<file path="src/rtl/opchk_pkg.sv">
package opchk_pkg;

    localparam int OA_ADDR_W = 24;
    localparam int OA_LEN_W  = 8;
    localparam int OA_CAP_W  = OA_ADDR_W + 1;
    localparam int OA_SZ_W   = 2;

    typedef logic [OA_ADDR_W-1:0] addr_t;
    typedef logic [OA_LEN_W-1:0]  len_t;
    typedef logic [OA_CAP_W-1:0]  cap_t;

    typedef enum logic [OA_SZ_W-1:0] {
        SZ_BYTE  = 2'd0,
        SZ_HALF  = 2'd1,
        SZ_WORD  = 2'd2,
        SZ_DWORD = 2'd3
    } fixsz_e;

    typedef struct packed {
        addr_t  start;
        logic   variable;
        fixsz_e fsz;
        len_t   len_m1;
        cap_t   cap;
    } opreq_t;

    typedef struct packed {
        logic spec;
        logic addr;
    } exc_t;

    typedef enum logic [1:0] {
        ST_IDLE   = 2'd0,
        ST_CHECK  = 2'd1,
        ST_STREAM = 2'd2,
        ST_REPORT = 2'd3
    } st_e;

    // Number of bytes minus one spanned by a request
    function automatic len_t span_m1(input opreq_t r);
        len_t n;
        if (r.variable) begin
            n = r.len_m1;
        end else begin
            case (r.fsz)
                SZ_BYTE:  n = len_t'(0);
                SZ_HALF:  n = len_t'(1);
                SZ_WORD:  n = len_t'(3);
                default:  n = len_t'(7);
            endcase
        end
        return n;
    endfunction

    // Low address bits that must be zero for a fixed unit
    function automatic addr_t align_mask(input fixsz_e s);
        addr_t m;
        case (s)
            SZ_BYTE:  m = addr_t'(0);
            SZ_HALF:  m = addr_t'(1);
            SZ_WORD:  m = addr_t'(3);
            default:  m = addr_t'(7);
        endcase
        return m;
    endfunction

endpackage

</file>
<file path="src/rtl/opchk_rules.sv">
module opchk_rules
    import opchk_pkg::*;
(
    input  opreq_t req,
    output exc_t   exc
);
    cap_t last_wide;
    logic crosses_top;
    logic cap_full;
    logic beyond;
    logic misaligned;

    always_comb begin
        misaligned  = !req.variable && ((req.start & align_mask(req.fsz)) != addr_t'(0));
        last_wide   = cap_t'(req.start) + cap_t'(span_m1(req));
        crosses_top = last_wide[OA_CAP_W-1];
        cap_full    = req.cap[OA_CAP_W-1];
        if (cap_full) begin
            beyond = 1'b0;
        end else if (crosses_top) begin
            beyond = 1'b1;
        end else begin
            beyond = (last_wide >= req.cap);
        end
        exc.spec = misaligned;
        exc.addr = beyond && !misaligned;
    end
endmodule

</file>
<file path="src/rtl/opchk_seq.sv">
module opchk_seq
    import opchk_pkg::*;
(
    input  logic  clk,
    input  logic  rst,
    input  logic  load,
    input  addr_t load_start,
    input  len_t  load_cnt_m1,
    output logic  out_valid,
    output addr_t out_addr,
    output logic  out_last
);
    logic  active;
    addr_t cur;
    len_t  left;

    always_ff @(posedge clk) begin
        if (rst) begin
            active <= 1'b0;
            cur    <= '0;
            left   <= '0;
        end else if (load) begin
            active <= 1'b1;
            cur    <= load_start;
            left   <= load_cnt_m1;
        end else if (active) begin
            cur <= cur + addr_t'(1);
            if (left == len_t'(0)) begin
                active <= 1'b0;
            end else begin
                left <= left - len_t'(1);
            end
        end
    end

    assign out_valid = active;
    assign out_addr  = cur;
    assign out_last  = active && (left == len_t'(0));


    top_wrap_chk: assert property (@(posedge clk) disable iff (rst)
        (out_valid && $past(out_valid) && !$past(out_last) && ($past(out_addr) == {OA_ADDR_W{1'b1}}))
        |-> (out_addr == addr_t'(0)));


    ascend_chk: assert property (@(posedge clk) disable iff (rst)
        ($past(out_valid) && !$past(out_last)) |-> out_valid);
endmodule

</file>
<file path="src/rtl/operand_addr_check.sv">
module operand_addr_check
    import opchk_pkg::*;
(
    input  logic        clk,
    input  logic        rst,
    input  logic        req_valid,
    output logic        req_ready,
    input  logic [23:0] req_addr,
    input  logic        req_variable,
    input  logic [1:0]  req_size,
    input  logic [7:0]  req_len_m1,
    input  logic [24:0] req_capacity,
    output logic        byte_valid,
    output logic [23:0] byte_addr,
    output logic        byte_last,
    output logic        done,
    output logic        done_spec_exc,
    output logic        done_addr_exc
);
    st_e    st;
    opreq_t req_q;
    exc_t   exc_now;
    exc_t   exc_q;
    logic   seq_load;
    logic   seq_valid;
    addr_t  seq_addr;
    logic   seq_last;

    opchk_rules u_rules (
        .req (req_q),
        .exc (exc_now)
    );

    assign seq_load = (st == ST_CHECK) && !(exc_now.spec || exc_now.addr);

    opchk_seq u_seq (
        .clk         (clk),
        .rst         (rst),
        .load        (seq_load),
        .load_start  (req_q.start),
        .load_cnt_m1 (span_m1(req_q)),
        .out_valid   (seq_valid),
        .out_addr    (seq_addr),
        .out_last    (seq_last)
    );

    always_ff @(posedge clk) begin
        if (rst) begin
            st    <= ST_IDLE;
            req_q <= '0;
            exc_q <= '0;
        end else begin
            case (st)
                ST_IDLE: begin
                    if (req_valid) begin
                        req_q.start    <= req_addr;
                        req_q.variable <= req_variable;
                        req_q.fsz      <= fixsz_e'(req_size);
                        req_q.len_m1   <= req_len_m1;
                        req_q.cap      <= req_capacity;
                        st             <= ST_CHECK;
                    end
                end
                ST_CHECK: begin
                    if (exc_now.spec || exc_now.addr) begin
                        exc_q <= exc_now;
                        st    <= ST_REPORT;
                    end else begin
                        st <= ST_STREAM;
                    end
                end
                ST_STREAM: begin
                    if (seq_last) st <= ST_IDLE;
                end
                default: begin
                    exc_q <= '0;
                    st    <= ST_IDLE;
                end
            endcase
        end
    end

    assign req_ready     = (st == ST_IDLE);
    assign byte_valid    = seq_valid;
    assign byte_addr     = seq_addr;
    assign byte_last     = seq_last;
    assign done          = (st == ST_REPORT) || seq_last;
    assign done_spec_exc = (st == ST_REPORT) && exc_q.spec;
    assign done_addr_exc = (st == ST_REPORT) && exc_q.addr;


    reset_idle_chk: assert property (@(posedge clk)
        $past(rst) |-> (req_ready && !byte_valid && !done));


    exc_priority_chk: assert property (@(posedge clk) disable iff (rst)
        !(done_spec_exc && done_addr_exc));


    no_bytes_on_exc_chk: assert property (@(posedge clk) disable iff (rst)
        (done && (done_spec_exc || done_addr_exc)) |-> !byte_valid);


    idle_quiet_chk: assert property (@(posedge clk) disable iff (rst)
        req_ready |-> !byte_valid);


    flags_gated_chk: assert property (@(posedge clk) disable iff (rst)
        !done |-> (!done_spec_exc && !done_addr_exc));


    check_gap_chk: assert property (@(posedge clk) disable iff (rst)
        (req_valid && req_ready) |=> (!byte_valid && !done && !req_ready));
endmodule

</file>
<file path="config.mk">
export PLATFORM = sky130hd
export DESIGN_NAME = operand_addr_check
export DESIGN_NICKNAME = d
export VERILOG_FILES = /design/src/rtl/opchk_pkg.sv /design/src/rtl/opchk_rules.sv /design/src/rtl/opchk_seq.sv /design/src/rtl/operand_addr_check.sv
export SDC_FILE = /design/constraint.sdc
export NUM_CORES = 1
export LEC_CHECK = 0
export BUFFER_PORTS_ARGS = -buffer_cell sky130_fd_sc_hd__buf_4
export CAP_MARGIN = 40
export CORE_MARGIN = 3
export CORE_UTILIZATION = 41
export DETAILED_ROUTE_END_ITERATION = 12
export PLACE_DENSITY_LB_ADDON = 0.2
export SETUP_SLACK_MARGIN = 0.4
export SLEW_MARGIN = 20
export SYNTH_ARGS = -nofsm -noshare
export SYNTH_HDL_FRONTEND = slang
export SYNTH_SLANG_ARGS = --single-unit
export TNS_END_PERCENT = 50
</file>
<file path="constraint.sdc">
create_clock -name clk -period 7.2 [get_ports clk]
set_input_delay 0.72 -clock clk [delete_from_list [all_inputs] [get_ports clk]]
set_output_delay 0.72 -clock clk [all_outputs]
set_load 0.01 [all_outputs]
</file>
==> impl_metrics.py, run 1 <==
metrics = {
    "status": {
        "status": "completed",
    },
    "critical_path": {
        "reg2reg_depth": 18,
        "worst-r2r-setup-slack_ns": 2.22,
        "r2r_start": "req_q[35]",
        "cp_max_fo": 28,
        "crit_start": "req_q[35]",
        "worstReg2RegEnd": "u_seq.out_addr[5]",
        "arrival_ns": 5.20,
        "critPathKind": "reg2reg",
        "cp-start-kind": "register",
        "cp_data_required_time_ns": 7.43,
        "critPathCaptureType": "register",
    },
    "synth": {
        "synth_top_area_share": 0.370,
        "ys_types": 51,
        "ys.flop_type": "dfxtp_1",
        "synth-edff-count": 0,
        "syn_avg_cell_area_sq_um": 8.26,
        "syn-instance-count": 635,
        "synth.area.top_cells": "dfxtp_1 (37%), nand2_1 (11%), ha_1 (8.3%)",
        "synthesis.area_sq_mm": 0.00525,
        "synth-seq-area-share": 0.370,
        "synth_most_common_cell": "nand2_1",
        "synthTopCellsByCount": "nand2_1 (150), dfxtp_1 (97), a21oi_1 (75)",
        "yosysWarnings": 0,
        "synth_top_area_cell": "dfxtp_1",
        "syn_nets": 734,
        "async_reset_ff_frac": 0,
        "synth-seq-cells": 97,
    },
    "timing": {
        "setup_tns_ns": 0,
        "rsz0062_at_grt": "false",
        "fin_skew_ns": 0.00872,
        "max_freq_mhz": 201,
        "finalCriticalPeriod_ns": 4.98,
        "hold_violations": 0,
        "slew_headroom": 0.522,
        "setup_viol": 0,
        "drv_slew": 0,
        "post-route-period-util": 0.691,
        "worst_pin_slew_ns": 0.718,
    },
    "power": {
        "power_leakage_nw": 2.71,
        "max-vdd-ir-drop_mv": 0.127,
        "p_per_area_mw_per_mm2": 229,
        "finalPower_w": 0.00148,
    },
    "routing": {
        "firstDrtPassIters": 4,
        "drt_iter0_markers": 169,
        "top_layer": "met4",
        "avgRoutedWirePerCell_um": 15.0,
        "drt-met1-wl_um": 6130,
        "ant_nets": 0,
        "vias": 4582,
        "met2WireLength_um": 6600,
        "drc_errors": 0,
        "drt_wl_total_um": 13300,
        "route.met3.wl_um": 412,
        "via_per_inst": 5.15,
    },
    "global_route": {
        "grt_pass1_vias": 4560,
        "grt_pass1_wl_um": 22000,
        "grt.total_usage": 0.191,
        "antenna_found_initial": 0,
        "grt-ovfl-total": 0,
        "grt_max_degree": 66,
    },
    "floorplan": {
        "rows": 40,
        "dieArea_sq_mm": 0.0142,
        "ios": 93,
        "die_x_um": 119,
        "die_h_um": 119,
        "core_area_sq_mm": 0.0123,
        "start_util": 0.428,
    },
    "clock_tree": {
        "cts_sinks": 97,
        "cts_setup_buffers": 0,
        "ctsHoldBuffers": 0,
        "clockBufferDepth": 2,
        "cts_tree": "built",
        "htreeDepth": 3,
        "cts_root_buf": "clkbuf_16",
        "numCtsBuffers": 9,
        "clock_latency_ns": 0.35,
        "clk_pin_slew_worst_paths_ns": 0.07,
        "cts_resized": 0,
    },
    "placed_design": {
        "io_buffers": 92,
        "post-dp-hpwl_um": 10300,
        "gp_congestion": 0.825,
    },
    "finish": {
        "diodes": 0,
        "drive_gt1_frac": 0.184,
        "nets": 815,
        "fillers": 1199,
        "synthToLayoutAreaGrowth_pct": 23.0,
    },
    "hold_path": {
        "hold_start": "req_q[6]",
        "min_to": "req_q[6]",
        "hold_path.class": "reg2reg",
        "worst_hold_path.num_cells": 2,
    },
    "run": {
        "maxCapViolCount": 0,
    },
}
==> how the worst max path moves through the flow <==
stage / depth (start not counted) / end / slack (ns)
3_5_place_dp: 19 / u_seq.out_addr[5] / 1.91
5_1_grt: 18 / u_seq.out_addr[18] / 1.83
6_report: 18 / u_seq.out_addr[5] / 2.22
4_1_cts: 19 / u_seq.out_addr[5] / 1.91
3_3_place_gp: 19 / u_seq.out_valid / 2.14
2_1_floorplan: 18 / u_seq.out_addr[16] / 2.68
==> per-stage QoR <==
stage	hold WS (ns)	std cells	util	cell area [sq um]	setup slack, ns
floorplan	0.429	635	-	5250	2.68
global placement	0.448	868	0.493	6050	2.14
detailed placement	0.449	871	0.498	6110	1.91
CTS	0.459	887	0.526	6440	1.91
global route	0.477	889	0.526	6450	1.83
finish	0.459	889	0.526	6450	2.22
==> routing by layer <==
layer	vias up	track usage
li1	2353	-
met1	2140	0.237
met2	74	0.333
met3	15	0.0385
met4	0	0.0594
met5	-	0
==> layout make-up <==
cell class                 instances  area, sq um  share of cell area
clock buffer                      11          253              0.0392
inverter                          30          113              0.0174
clock inverter                     5         85.1              0.0132
tap                              168          210              0.0326
sequential                        97         1940               0.301
timing repair buffer              99          776               0.120
multi-input combinational        479         3080               0.477
==> registers in the layout, summed over array words and instances (netlist names) <==
| name | flops |
|---|---|
| req_q | 60 |
| u_seq.out_valid | 1 |
| u_seq.left | 8 |
| exc_q | 2 |
| u_seq.out_addr | 24 |
| st | 2 |
==> report_power, final <==
group          internal, W  switching, W  leakage, nW
logic             0.000141      0.000174         1.76
registers         0.000579     0.0000508        0.791
clock network     0.000325      0.000208        0.162
==> placed cells by master (no fill, tap or decap), types with 18 or more instances in the layout <==
cell,Yosys,layout
xor2_1,29,29
nand2_1,150,149
o2bb2ai_1,23,23
dfxtp_1,97,97
inv_1,30,30
buf_4,0,94
a21oi_1,75,75
nand3_1,19,19
nor2_1,18,18
xnor2_1,21,21
ha_1,35,35
==> kinds of logic (layout without fill, tap and decap cells) <==
| group | Yosys count | count (layout) | share of synthesized area |
|---|---|---|---|
| and+or+nand+nor | 245 | 245 | 0.215 |
| AOI/OAI and AO/OA | 146 | 146 | 0.194 |
| xor gates and xnor gates | 50 | 50 | 0.0835 |
| muxes | 2 | 2 | 0.00382 |
| adders and majority gates | 36 | 36 | 0.0873 |
| buffers and inverters | 59 | 145 | 0.0458 |
| DFF | 97 | 97 | 0.370 |
==> worst max-delay path: stages, from the launching register on <==
cell	delay, ns
dfxtp_1	0.53
o21ai_0	0.23
ha_1	0.26
fa_1	0.41
a21oi_1	0.25
o21ai_2	0.12
a41o_1	0.33
nor2b_1	0.23
and3_1	0.20
xor2_1	0.14
ha_1	0.30
and4_1	0.22
nand2_1	0.07
or4_1	0.53
a211oi_1	0.28
a211o_4	0.22
nor4_4	0.06
buf_4	0.28
o2bb2ai_1	0.18
Power figures use the tool's default switching activity.
==> run 2: changes to the inputs <==
Clock period 7.2 ns to 4.1 ns, I/O delays scaled along.
==> impl_metrics.py, run 2 (synthesis results as in run 1) <==
metrics = {
    "status": {
        "status": "finished with violations",
        "violations": "negative setup slack",
    },
    "routing": {
        "firstDrtPassIters": 4,
        "met2WireLength_um": 7190,
        "via_per_inst": 5.20,
        "avgRoutedWirePerCell_um": 15.3,
        "vias": 4793,
        "top_layer": "met4",
        "drt_wl_total_um": 14100,
        "ant_nets": 0,
        "route.met3.wl_um": 540,
        "drt-met1-wl_um": 6200,
        "drt_iter0_markers": 198,
        "drc_errors": 0,
    },
    "critical_path": {
        "cp-start-kind": "register",
        "reg2reg_depth": 21,
        "arrival_ns": 4.41,
        "worstPathBufferInverterCount": 4,
        "slowest_delay_ns": 0.40,
        "crit_slowest_cell": "dfxtp_4",
        "path_cells": "nor2b_4 > a21o_1 > ha_1 > a21o_1 > a211oi_2 > nor2_2 > o41ai_4 > buf_4 > buf_6 > nor2_2 > xor2_1 > ha_1 > a21o_1 > a211oi_2 > a311o_1 > a21oi_2 > a211o_4 > o31ai_4 > buf_6 > buf_8 > o2bb2ai_1",
        "cp_common_cell": "a21o_1",
        "cp_data_required_time_ns": 4.34,
        "worst-r2r-setup-slack_ns": -0.07,
        "cp_max_fo": 9,
        "critPathKind": "reg2reg",
        "critPathCaptureType": "register",
        "r2r_start": "req_q[35]",
        "worstReg2RegEnd": "u_seq.out_addr[19]",
        "critical_path.top_delay_family": "compound AO/OA/AOI/OAI gates",
    },
    "floorplan": {
        "rows": 40,
        "die_x_um": 119,
        "dieArea_sq_mm": 0.0142,
        "core_area_sq_mm": 0.0123,
        "ios": 93,
        "die_h_um": 119,
        "start_util": 0.428,
    },
    "power": {
        "max-vdd-ir-drop_mv": 0.266,
        "finalPower_w": 0.00269,
        "power_leakage_nw": 2.91,
        "p_per_area_mw_per_mm2": 391,
    },
    "finish": {
        "top_register": "req_q",
        "largest_reg_flops": 60,
        "diodes": 0,
        "nets": 847,
        "final_cell_mix": "nand2_1 (149), buf_4 (120), dfxtp_1 (95), a21oi_1 (73), ha_1 (33)",
        "final_common_cell": "nand2_1",
        "drive_gt1_frac": 0.250,
        "synthToLayoutAreaGrowth_pct": 31.0,
    },
    "timing": {
        "slew_headroom": 0.435,
        "rsz0062_at_grt": "true",
        "finalCriticalPeriod_ns": 4.17,
        "post-route-period-util": 1.02,
        "worst_slack_ns": -0.0650,
        "fin_skew_ns": 0.00503,
        "setup_viol": 32,
        "hold_violations": 0,
        "worst_pin_slew_ns": 0.842,
        "drv_slew": 0,
        "max_freq_mhz": 240,
    },
    "placed_design": {
        "gp_congestion": 0.844,
        "dpl_worst_slack_ns": -0.149,
        "io_buffers": 92,
        "post-dp-hpwl_um": 10600,
    },
    "clock_tree": {
        "clock_latency_ns": 0.36,
        "numCtsBuffers": 9,
        "cts_root_buf": "clkbuf_16",
        "clockBufferDepth": 2,
        "htreeDepth": 3,
        "cts_sinks": 97,
        "cts_tree": "built",
        "clk_pin_slew_worst_paths_ns": 0.07,
    },
    "global_route": {
        "grt_pass1_vias": 4822,
        "grt_pass1_wl_um": 23200,
        "grt.total_usage": 0.201,
        "grt_max_degree": 66,
        "antenna_found_initial": 0,
        "grt-ovfl-total": 0,
    },
    "hold_path": {
        "hold_path.class": "in2reg",
        "hold_start": "req_addr[17]",
        "worst_hold_path.num_cells": 3,
        "min_to": "req_q[53]",
    },
    "run": {
        "maxCapViolCount": 0,
    },
}
-- run 2: per-layer routing --
metal	vias to the layer above	global-route usage
li1	2430	-
met1	2260	0.238
met2	89	0.367
met3	14	0.0456
met4	0	0.0507
met5	-	0
-- run 2: repair_timing --
action	in CTS	in global routing
hold endpoints to repair	0	0
pin swaps	9	2
setup buffers	10	0
cloned	2	0
setup endpoints to repair	36	36
resized for setup	23	5
hold buffers	0	0
-- run 2: worst register-to-register path: stages, from the launching register on --
cell	delay [ns]
dfxtp_4	0.40
nor2b_4	0.05
a21o_1	0.16
ha_1	0.26
a21o_1	0.20
a211oi_2	0.24
nor2_2	0.09
o41ai_4	0.34
buf_4	0.17
buf_6	0.10
nor2_2	0.03
xor2_1	0.14
ha_1	0.31
a21o_1	0.19
a211oi_2	0.23
a311o_1	0.16
a21oi_2	0.06
a211o_4	0.32
o31ai_4	0.22
buf_6	0.16
buf_8	0.14
o2bb2ai_1	0.07
-- run 2: worst max-delay path by stage --
| stage | start | endpoint | slack [ns] | cells past startpoint |
|---|---|---|---|---|
| 2_1_floorplan | req_q[35] | u_seq.out_addr[16] | -0.01 | 19 |
| 3_3_place_gp | req_q[35] | u_seq.left[1] | -0.03 | 19 |
| 3_5_place_dp | req_q[35] | u_seq.out_addr[17] | -0.15 | 19 |
| 4_1_cts | req_q[35] | u_seq.left[3] | -0.05 | 20 |
| 5_1_grt | req_q[35] | u_seq.out_addr[22] | -0.29 | 21 |
| 6_report | req_q[35] | u_seq.out_addr[19] | -0.07 | 21 |
-- run 2: power by group --
part	switching (W)	total, W	internal (W)
clock	0.000364	0.000932	0.000568
combinational	0.000345	0.000653	0.000307
sequential	0.0000836	0.00110	0.00102
-- run 2: layout make-up --
class	count	area (sq um)
Sequential cell	97	1950
Fill cell	1133	5390
Tap cell	168	210
Clock inverter	4	75.1
Multi-Input combinational cell	479	3210
Clock buffer	12	256
Inverter	30	113
Timing Repair Buffer	131	1060
-- run 2: per-stage QoR --
step / std cells / TNS (ns) / cell area (sq um) / hold slack [ns] / utilization
floorplan: 635 / -0.0134 / 5320 / 0.429 / -
global placement: 890 / -0.271 / 6290 / 0.445 / 0.513
detailed placement: 893 / -3.05 / 6340 / 0.450 / 0.517
CTS: 921 / -0.958 / 6850 / 0.287 / 0.559
global route: 921 / -9.13 / 6870 / 0.294 / 0.561
finish: 921 / -1.46 / 6870 / 0.297 / 0.561
